<file path="config.mk">
export PLATFORM = sky130hd
export DESIGN_NAME = bmdma_chan_regs
export DESIGN_NICKNAME = d
export VERILOG_FILES = /design/src/rtl/bmdma_pkg.sv /design/src/rtl/bmdma_wr_decode.sv /design/src/rtl/bmdma_cmd_ctrl.sv /design/src/rtl/bmdma_status_reg.sv /design/src/rtl/bmdma_rd_mux.sv /design/src/rtl/bmdma_chan_regs.sv
export SDC_FILE = /design/constraint.sdc
export NUM_CORES = 1
export LEC_CHECK = 0
export BUFFER_PORTS_ARGS = -buffer_cell sky130_fd_sc_hd__buf_2
export CAP_MARGIN = 20
export CORE_ASPECT_RATIO = 0.8
export CORE_MARGIN = 2
export CORE_UTILIZATION = 58
export CTS_BUF_LIST = sky130_fd_sc_hd__clkbuf_4 sky130_fd_sc_hd__clkbuf_8 sky130_fd_sc_hd__clkbuf_16
export DETAILED_ROUTE_END_ITERATION = 10
export GPL_TIMING_DRIVEN = 0
export PLACE_DENSITY = 0.84
export SLEW_MARGIN = 20
export SYNTH_ARGS = -nofsm -noshare
export SYNTH_HDL_FRONTEND = slang
export SYNTH_SLANG_ARGS = --single-unit
</file>
<file path="constraint.sdc">
create_clock -name clk_i -period 4.9 [get_ports clk_i]
set_clock_uncertainty 0.2 [all_clocks]
set_input_delay 0.245 -clock clk_i [delete_from_list [all_inputs] [get_ports clk_i]]
set_output_delay 0.245 -clock clk_i [all_outputs]
set_load 0.02 [all_outputs]
</file>
<file path="src/rtl/bmdma_pkg.sv">
package bmdma_pkg;
  localparam int unsigned OFF_CMD   = 0;
  localparam int unsigned OFF_STS   = 2;
  localparam int unsigned OFF_PTR   = 4;
  localparam int unsigned CMD_START = 0;
  localparam int unsigned STS_ACT   = 0;
  localparam int unsigned STS_ERR   = 1;
  localparam int unsigned STS_IRQ   = 2;
  localparam logic [7:0]  STS_RST   = 8'h60;

  typedef struct packed {
    logic cmd;
    logic sts;
    logic ptr;
    logic bad;
  } wr_dec_t;
endpackage

</file>
<file path="src/rtl/bmdma_wr_decode.sv">
module bmdma_wr_decode
  import bmdma_pkg::*;
#(
  parameter int unsigned OFF_W  = 3,
  parameter int unsigned SIZE_W = 3,
  parameter int unsigned DATA_W = 32
) (
  input  logic              wr_i,
  input  logic [OFF_W-1:0]  off_i,
  input  logic [SIZE_W-1:0] size_i,
  output wr_dec_t           dec_o
);
  localparam logic [SIZE_W-1:0] SZ_BYTE = SIZE_W'(1);
  localparam logic [SIZE_W-1:0] SZ_PTR  = SIZE_W'(DATA_W / 8);

  always_comb begin
    dec_o = '0;
    if (wr_i) begin
      unique case (off_i)
        OFF_W'(OFF_CMD): if (size_i == SZ_BYTE) dec_o.cmd = 1'b1; else dec_o.bad = 1'b1;
        OFF_W'(OFF_STS): if (size_i == SZ_BYTE) dec_o.sts = 1'b1; else dec_o.bad = 1'b1;
        OFF_W'(OFF_PTR): if (size_i == SZ_PTR)  dec_o.ptr = 1'b1; else dec_o.bad = 1'b1;
        default: ;
      endcase
    end
  end
endmodule

</file>
<file path="src/rtl/bmdma_cmd_ctrl.sv">
module bmdma_cmd_ctrl
  import bmdma_pkg::*;
#(
  parameter int unsigned DATA_W = 32
) (
  input  logic              clk_i,
  input  logic              rst_ni,
  input  logic              we_i,
  input  logic [7:0]        wdata_i,
  input  logic              drv_sel_i,
  input  logic              done_i,
  input  logic [DATA_W-1:0] ptr_i,
  output logic [7:0]        cmd_o,
  output logic              active_o,
  output logic              start_o,
  output logic              abort_o,
  output logic [DATA_W-1:0] start_ptr_o,
  output logic              sel_err_o
);
  logic [7:0] cmd_q;
  logic       toggle;

  assign toggle    = we_i && (wdata_i[CMD_START] != cmd_q[CMD_START]);
  assign sel_err_o = toggle && !drv_sel_i;

  always_ff @(posedge clk_i or negedge rst_ni) begin
    if (!rst_ni) begin
      cmd_q       <= '0;
      active_o    <= 1'b0;
      start_o     <= 1'b0;
      abort_o     <= 1'b0;
      start_ptr_o <= '0;
    end else begin
      start_o <= 1'b0;
      abort_o <= 1'b0;
      if (done_i) begin
        // completion wins over any start/stop in the same cycle
        if (we_i && !sel_err_o) cmd_q <= {wdata_i[7:1], 1'b0};
        else                    cmd_q[CMD_START] <= 1'b0;
        active_o <= 1'b0;
      end else if (we_i && !sel_err_o) begin
        cmd_q <= wdata_i;
        if (toggle) begin
          if (wdata_i[CMD_START]) begin
            start_o     <= 1'b1;
            active_o    <= 1'b1;
            start_ptr_o <= ptr_i;
          end else begin
            abort_o  <= 1'b1;
            active_o <= 1'b0;
          end
        end
      end
    end
  end

  assign cmd_o = cmd_q;
endmodule

</file>
<file path="src/rtl/bmdma_status_reg.sv">
module bmdma_status_reg
  import bmdma_pkg::*;
(
  input  logic       clk_i,
  input  logic       rst_ni,
  input  logic       we_i,
  input  logic [7:0] wdata_i,
  input  logic       done_i,
  output logic [7:1] sts_o
);
  logic [7:3] plain_q;
  logic       err_q, irq_q;

  always_ff @(posedge clk_i or negedge rst_ni) begin
    if (!rst_ni) begin
      plain_q <= STS_RST[7:3];
      err_q   <= STS_RST[STS_ERR];
      irq_q   <= STS_RST[STS_IRQ];
    end else begin
      if (we_i) begin
        plain_q <= wdata_i[7:3];
        err_q   <= err_q & ~wdata_i[STS_ERR];
        irq_q   <= irq_q & ~wdata_i[STS_IRQ];
      end
      if (done_i) irq_q <= 1'b1;
    end
  end

  assign sts_o = {plain_q, irq_q, err_q};
endmodule

</file>
<file path="src/rtl/bmdma_rd_mux.sv">
module bmdma_rd_mux #(
  parameter int unsigned OFF_W  = 3,
  parameter int unsigned SIZE_W = 3,
  parameter int unsigned DATA_W = 32
) (
  input  logic                        rd_i,
  input  logic [OFF_W-1:0]            off_i,
  input  logic [SIZE_W-1:0]           size_i,
  input  logic [(2**OFF_W)*8-1:0]     img_i,
  output logic [DATA_W-1:0]           rdata_o
);
  localparam int unsigned LANES = DATA_W / 8;

  for (genvar k = 0; k < LANES; k++) begin : g_lane
    logic [OFF_W:0] idx;
    assign idx = {1'b0, off_i} + (OFF_W+1)'(k);
    always_comb begin
      rdata_o[k*8 +: 8] = 8'h00;
      if (rd_i && (SIZE_W'(k) < size_i) && !idx[OFF_W])
        rdata_o[k*8 +: 8] = img_i[idx[OFF_W-1:0]*8 +: 8];
    end
  end
endmodule

</file>
<file path="src/rtl/bmdma_chan_regs.sv">
module bmdma_chan_regs
  import bmdma_pkg::*;
#(
  parameter int unsigned OFF_W  = 3,
  parameter int unsigned SIZE_W = 3,
  parameter int unsigned DATA_W = 32
) (
  input  logic              clk_i,
  input  logic              rst_ni,
  input  logic              wr_i,
  input  logic              rd_i,
  input  logic [OFF_W-1:0]  off_i,
  input  logic [SIZE_W-1:0] size_i,
  input  logic [DATA_W-1:0] wdata_i,
  output logic [DATA_W-1:0] rdata_o,
  input  logic              drv_sel_i,
  input  logic              dma_done_i,
  output logic              start_o,
  output logic              abort_o,
  output logic [DATA_W-1:0] start_ptr_o,
  output logic              err_o,
  output logic              irq_o
);
  localparam int unsigned IMG_BYTES = 2 ** OFF_W;

  wr_dec_t             dec;
  logic [7:0]          cmd;
  logic [7:1]          sts;
  logic                active_q;
  logic                sel_err;
  logic [DATA_W-1:0]   ptr_q;
  logic [IMG_BYTES*8-1:0] img;

  bmdma_wr_decode #(.OFF_W(OFF_W), .SIZE_W(SIZE_W), .DATA_W(DATA_W)) u_dec (
    .wr_i(wr_i), .off_i(off_i), .size_i(size_i), .dec_o(dec)
  );

  bmdma_cmd_ctrl #(.DATA_W(DATA_W)) u_cmd (
    .clk_i(clk_i), .rst_ni(rst_ni), .we_i(dec.cmd), .wdata_i(wdata_i[7:0]),
    .drv_sel_i(drv_sel_i), .done_i(dma_done_i), .ptr_i(ptr_q),
    .cmd_o(cmd), .active_o(active_q), .start_o(start_o), .abort_o(abort_o),
    .start_ptr_o(start_ptr_o), .sel_err_o(sel_err)
  );

  bmdma_status_reg u_sts (
    .clk_i(clk_i), .rst_ni(rst_ni), .we_i(dec.sts), .wdata_i(wdata_i[7:0]),
    .done_i(dma_done_i), .sts_o(sts)
  );

  always_ff @(posedge clk_i or negedge rst_ni) begin
    if (!rst_ni) begin
      ptr_q <= '0;
      err_o <= 1'b0;
    end else begin
      if (dec.ptr) ptr_q <= {wdata_i[DATA_W-1:2], 2'b00};
      err_o <= dec.bad | sel_err;
    end
  end

  always_comb begin
    img = '0;
    img[OFF_CMD*8 +: 8]      = cmd;
    img[OFF_STS*8 +: 8]      = {sts, active_q};
    img[OFF_PTR*8 +: DATA_W] = ptr_q;
  end

  bmdma_rd_mux #(.OFF_W(OFF_W), .SIZE_W(SIZE_W), .DATA_W(DATA_W)) u_rd (
    .rd_i(rd_i), .off_i(off_i), .size_i(size_i), .img_i(img), .rdata_o(rdata_o)
  );

  assign irq_o = sts[STS_IRQ];
endmodule

</file>
# Yosys cells after proc, flatten, opt, wreduce, memory -nomap -nowiden

Cells that the tools add are included.

Flip-flop bits (word level): 79
Bits of input ports: 44
Output and inout port bits: 68

Add/sub/neg operators: 3
Order comparisons: 4
Eq/ne operators: 5
Shift-type cells: 4
Multiplexer cells: 29
Bitwise gates (word level): 6
Reductions and logical operators: 22

Operators by type and width:

| operator              | count |
|---|---|
| $shiftx A64 B7 Y8     | 4 |
| $mux W8               | 6 |
| $mux W1               | 20 |
| $logic_and A1 B1 Y1   | 10 |
| $add A3 B2 Y4 const B | 2 |
| $mux W7               | 1 |
| $eq A3 B3 Y1 const B  | 2 |
| $lt A1 B3 Y1 const A  | 2 |
| $lt A2 B3 Y1 const A  | 2 |
| $reduce_bool A2 Y1    | 3 |
| $logic_not A1 Y1      | 5 |
| $add A3 B1 Y4 const B | 1 |
| $mux W4               | 1 |
| $reduce_and A4 Y1     | 1 |
| $eq A3 B1 Y1 const B  | 1 |
| $eq A3 B2 Y1 const B  | 1 |
| $logic_not A3 Y1      | 1 |
| $not A1 Y1            | 3 |
| $and A1 B1 Y1         | 2 |
| $pmux W1 S2           | 1 |
| $reduce_and A2 Y1     | 1 |
| $reduce_or A2 Y1      | 1 |
| $ne A1 B1 Y1          | 1 |
| $or A1 B1 Y1          | 1 |

# Depth between registers and ports, before layout

Word-level depth: 10
Gate-level depth with buffers: 10
Depth with buffers taken out: 6

# Modules after synthesis

From an unflattened synthesis, not the netlist that was laid out.

Cells, all modules: 452
Area total of the unflattened synthesis: 5280.1 µm²

Modules (own cells, without submodules):

| module           | instances | cells each | area an instance (µm²) |
|---|---|---|---|
| bmdma_rd_mux     | 1         | 259        | 1968.1 |
| bmdma_cmd_ctrl   | 1         | 98         | 1647.8 |
| bmdma_chan_regs  | 1         | 66         | 1270.0 |
| bmdma_status_reg | 1         | 18         | 297.8 |
| bmdma_wr_decode  | 1         | 11         | 96.3 |

# Worst setup path before layout

Ideal clock, no wire load.

Path kind: input -> output
Start point: input off_i[0]
End point: output rdata_o[8]
Data arrival time: 2.682 ns
Required time: 4.455 ns
Setup slack: 1.773 ns
Stages on the path: 10
Path buffers: 4
Path through: buf_2 -> buf_2 -> clkinv_1 -> ha_1 -> buf_2 -> clkbuf_1 -> nand2_1 -> o21ai_0 -> a21oi_1 -> a211oi_1

Longest elaborated chain between the ends: 4
Elaborated cells on any way between the ends: 5
Those cells by class: 1 x add/sub; 1 x shift; 1 x mux; 2 x reduce/logical

RTL lines:

| what                                                      | RTL line              | RTL |
|---|---|---|
| from (decl)                                               | bmdma_chan_regs.sv:12 | `input logic [OFF_W-1:0] off_i,` |
| $add A3 B1 Y4 *                                           | bmdma_rd_mux.sv:16    | `assign idx = {1'b0, off_i} + (OFF_W+1)'(k);` |
| branches (longest 2 deep; another with $shiftx A64 B7 Y8) | -                     |  |
| $mux W8 *                                                 | bmdma_rd_mux.sv:19    | `if (rd_i && (SIZE_W'(k) < size_i) && !idx[OFF_W])` |
| to (decl)                                                 | bmdma_chan_regs.sv:15 | `output logic [DATA_W-1:0] rdata_o,` |

Mark *: on every way between the ends.

# Worst setup path after layout

Start point: input off_i[0]
End point: output rdata_o[30]

Longest elaborated chain between the ends: 4
Elaborated cells on any way between the ends: 5
Those cells by class: 1 x add/sub; 1 x shift; 1 x mux; 2 x reduce/logical

RTL lines:

| what                                                      | RTL line |
|---|---|
| $add A3 B2 Y4 *                                           | bmdma_rd_mux.sv:16 |
| branches (longest 2 deep; another with $shiftx A64 B7 Y8) | - |
| $mux W8 *                                                 | bmdma_rd_mux.sv:19 |

Marks and branches as above.

==> summary.md <==
| Metric | Value |
|---|---|
| Sw power | approximately 520 uW |
| Post-synth EDFFs | 0 |
| Num CTS Buffers | 9 |
| Area after detailed placement | 5620 um2 |
| Endpoints failing setup | 0 |
| Die width | between 100 and 150 um |
| First drt pass iteration count | 5 |
| Post-DP HPWL | 10200 um |
| Initial DRC count | between 300 and 400 |
| Crit path top cell by count | buf_2 |
| Slew Limit Fails | 0 |
| Internal | around 1.2 mW |
| Number of global-route vias before repair | roughly 4300 |
| Worst hold path class | input port to register |
| Yosys cell types | 43 |
| Critical Path Max Stage Delay | 580 ps |
| Post-synthesis mux area share | between 30% and 40% |
| First-pass GRT wire length | roughly 23000 um |
| CTS Buffer Depth | 2 |
| Post-Syn Instances | between 400 and 500 |
| Synth Area in XOR/XNOR | less than 1% |
| Starting Density | 60.9% |
| Area Growth Syn to Fin | 26.5% |
| Syn avg cell area | roughly 12 um2 |
| Pin count of the biggest net entering global routing | 46 |
| Via density | around 6.3 |
| CP Data Arrival Time | 3510 ps |
| Async SR Flop Fraction | 100% |
| CTS resizes | 0 |
| Port Buffers | about 110 |
| Buf+Inv Stages, Crit Path | 7 |
| Post-DRT Antenna Nets | 0 |
| Clk pwr share | between 30% and 40% |
| Power, Total | approximately 1.7 mW |
| Post-Synth Adder-Cell Area | under 10% |
| Hold Violations, Final | 0 |
| Final instance area | roughly 6200 um2 |
| Root Buffer | clkbuf_8 |
| CP Max Fanout | 11 |
| Total gr overflow | 0 |
| CTS H-tree depth | 3 |
| Die height | between 80 and 90 um |
| Total Routing Usage GR | between 30% and 40% |
| WP data required | 4450 ps |
| Leak | between 3 and 4 nW |
| Worst path slowest cell | buf_1 |
| Max rail drop VDD | ~170 uV |
| Status | completed |
| Worst setup SP type | input port |
| Die area | a little over 9000 um2 |
| RSZ-0062 raised after global routing | false |
| FP Rows | 29 |
| Area share of and/or/nand/nor cells after synthesis | under 10% |
| # nets final | approximately 600 |
| TritonCTS clock tree | done |
| Power per Cell Area | about 270 nW/um2 |
| Sequential share of power | around 46% |
| Placement Setup Slack | 1020 ps |
| Initial antenna violation count | 0 |
| Actual slew at the worst max-slew pin | 801 ps |
| Worst setup margin | around 950 ps |
| Fin crit share | just over 80% |
| Routed wire per std cell | between 20 and 25 um |
| Critical path's top delay family | buffers and inverters |
| Share of layout cells above drive strength 1 | around 45% |
| # diodes | 0 |
| CP Capture Type | output pin |
| Comb pwr share | between 20 and 25% |
| Max-cap violations | 0 |
| Switching Fraction | a little under a third |
| Crit Path Category | input port to output pin |
| Utilization after layout | between 70% and 80% |
| Setup_tns | 0 ps |
| Routed WL | roughly 15000 um |
| Post-CTS Setup Bufs | 0 |
| DRC | 0 |
| FF/Latch Area | around 2000 um2 |
| Tmin final | 3950 ps |
| Yosys reg bits | 79 |
| Compound-Gate Fraction of Synth Area | between 8 and 9% |
| CTS sink count | between 70 and 80 |
| Core Area | between 8000 and 9000 um2 |
| Fmax achieved | ~0.25 GHz |
| I/O Pins | between 100 and 150 |
| Synthesis warning total | 0 |
| Combined area of the multi-input logic cells | 2750 um2 |
| Worst-path cell chain | buf_2 > buf_2 > buf_2 > clkinv_1 > ha_1 > buf_2 > buf_1 > mux4_2 > a22o_1 > buf_2 |
| Fill cells | 575 |
| Sequential fraction of the synthesis area | 40.3% |
| Worst skew pair latency | roughly 370 ps |
| Slew margin rel. | roughly 47% |
| Largest family of logic cells by synthesized area | multiplexers |
| Clk pin slew, worst setup/hold paths | 90 ps |
| Post-Syn Area | between 4000 and 5000 um2 |
| Most used flip-flop cell after synthesis | dfrtp_1 |
| Final RePlAce weighted congestion | a little under 1 |
| Routed via count | between 4000 and 5000 |
==> cells by family after synthesis <==
group / count (synthesis)
buffers and inverters: 39
XOR/XNOR: 2
AO/OA/AOI/OAI: 59
flip-flops: 79
other: 1
AND/OR/NAND/NOR: 78
multiplexers: 139
adder cells (fa/ha/maj): 6
==> Yosys cell counts, drive strengths merged, types with 2 or more instances <==
cell type / n / area share, %
a211oi: 6 / 0.92
a21o: 2 / 0.31
a21oi: 17 / 1.7
a221oi: 6 / 1.1
a22o: 12 / 2.1
a31oi: 4 / 0.51
buf: 20 / 2.4
clkbuf: 13 / 0.99
clkinv: 2 / 0.15
dfrtp: 77 / 39
dfstp: 2 / 1.1
ha: 6 / 1.5
inv: 4 / 0.31
mux2: 90 / 23
mux2i: 31 / 6.3
mux4: 18 / 8.3
nand2: 9 / 0.69
nand2b: 3 / 0.38
nand3: 4 / 0.41
nor2: 24 / 1.8
nor2b: 4 / 0.51
nor3: 27 / 2.8
o21ai: 5 / 0.51
o32a: 2 / 0.41
==> sequential cells by signal, indices dropped and copies added, names as in the netlist <==
| signal | cells |
|---|---|
| err_o | 1 |
| u_cmd.start_ptr_o | 30 |
| ptr_q | 30 |
| u_cmd.abort_o | 1 |
| u_sts.plain_q | 5 |
| u_cmd.active_o | 1 |
| u_cmd.start_o | 1 |
| u_cmd.cmd_o | 8 |
| u_sts.irq_q | 1 |
| u_sts.err_q | 1 |
==> power by group through the flow <==
stage	Clock, mW	Sequential [mW]	Combinational (mW)
2_1_floorplan	0	0.762	0.243
3_3_place_gp	0	0.786	0.334
3_5_place_dp	0	0.789	0.345
4_1_cts	0.549	0.776	0.369
5_1_grt	0.575	0.787	0.404
6_report	0.548	0.780	0.376
==> per-layer routing <==
metal / vias to the layer above / routed length (um) / GRT usage (%)
li1: 1839 / - / -
met1: 2067 / 5830 / 44.0
met2: 288 / 6980 / 54.7
met3: 56 / 1400 / 8.80
met4: 0 / 399 / 10.2
met5: - / 0 / 0
==> path summary, 6_finish.rpt <==
check	start	to	slack [ps]	cells past startpoint
min	size_i[1]	err_o	100	4
max reg2reg	u_cmd.cmd_o[0]	u_cmd.start_ptr_o[13]	2880	5
max in group asynchronous	rst_ni	ptr_q[28]	3700	3
max	off_i[0]	rdata_o[30]	950	10
min in group asynchronous	rst_ni	u_cmd.start_ptr_o[30]	180	2
min reg2reg	u_cmd.start_ptr_o[24]	u_cmd.start_ptr_o[24]	310	1
==> cells in the final DEF, fill, tap and decap left out, types with 4 or more instances in the layout <==
cell           instances
dfrtp_1               77
a21oi_1               17
clkbuf_1              13
nand3_1                4
ha_1                   6
clkbuf_8               9
mux2_4                28
mux2_2                62
a221oi_1               6
nor2_1                24
nand2_1                9
mux2i_1               31
mux4_2                18
nor3_1                27
a22o_1                12
nor2b_1                4
a31oi_1                4
o21ai_0                5
buf_2                117
buf_1                  6
inv_1                  4
dlygate4sd3_1         37
a211oi_1               6
==> cell type report <==
class,instances,share of cell area [%]
well taps,108,2.18
plain buffers,33,2.66
multi-input cells,286,44.3
clock buffers,9,2.00
inverters,6,0.363
repair buffers,147,15.1
clock inverters,6,1.49
flip-flops and latches,79,31.9
==> repair_timing <==
| item | CTS | global route |
|---|---|---|
| hold buffers | 37 | 0 |
| endpoints found under the setup margin | 0 | 0 |
| endpoints found under the hold margin | 82 | 0 |
==> through the flow <==
| stage | cells | hold WS, ps |
|---|---|---|
| 4_1_cts | 674 | 93.6 |
| 6_report | 674 | 96.2 |
| 3_5_place_dp | 622 | 37.5 |
| 5_1_grt | 674 | 136 |
| 2_1_floorplan | 404 | -251 |
| 3_3_place_gp | 621 | 241 |
==> tightest hold or removal path: stages <==
cell and delay [ps]:
buf_2 160, nor4b_4 70, nand3_1 80, o21ai_0 70
Power figures use the tool's default switching activity.
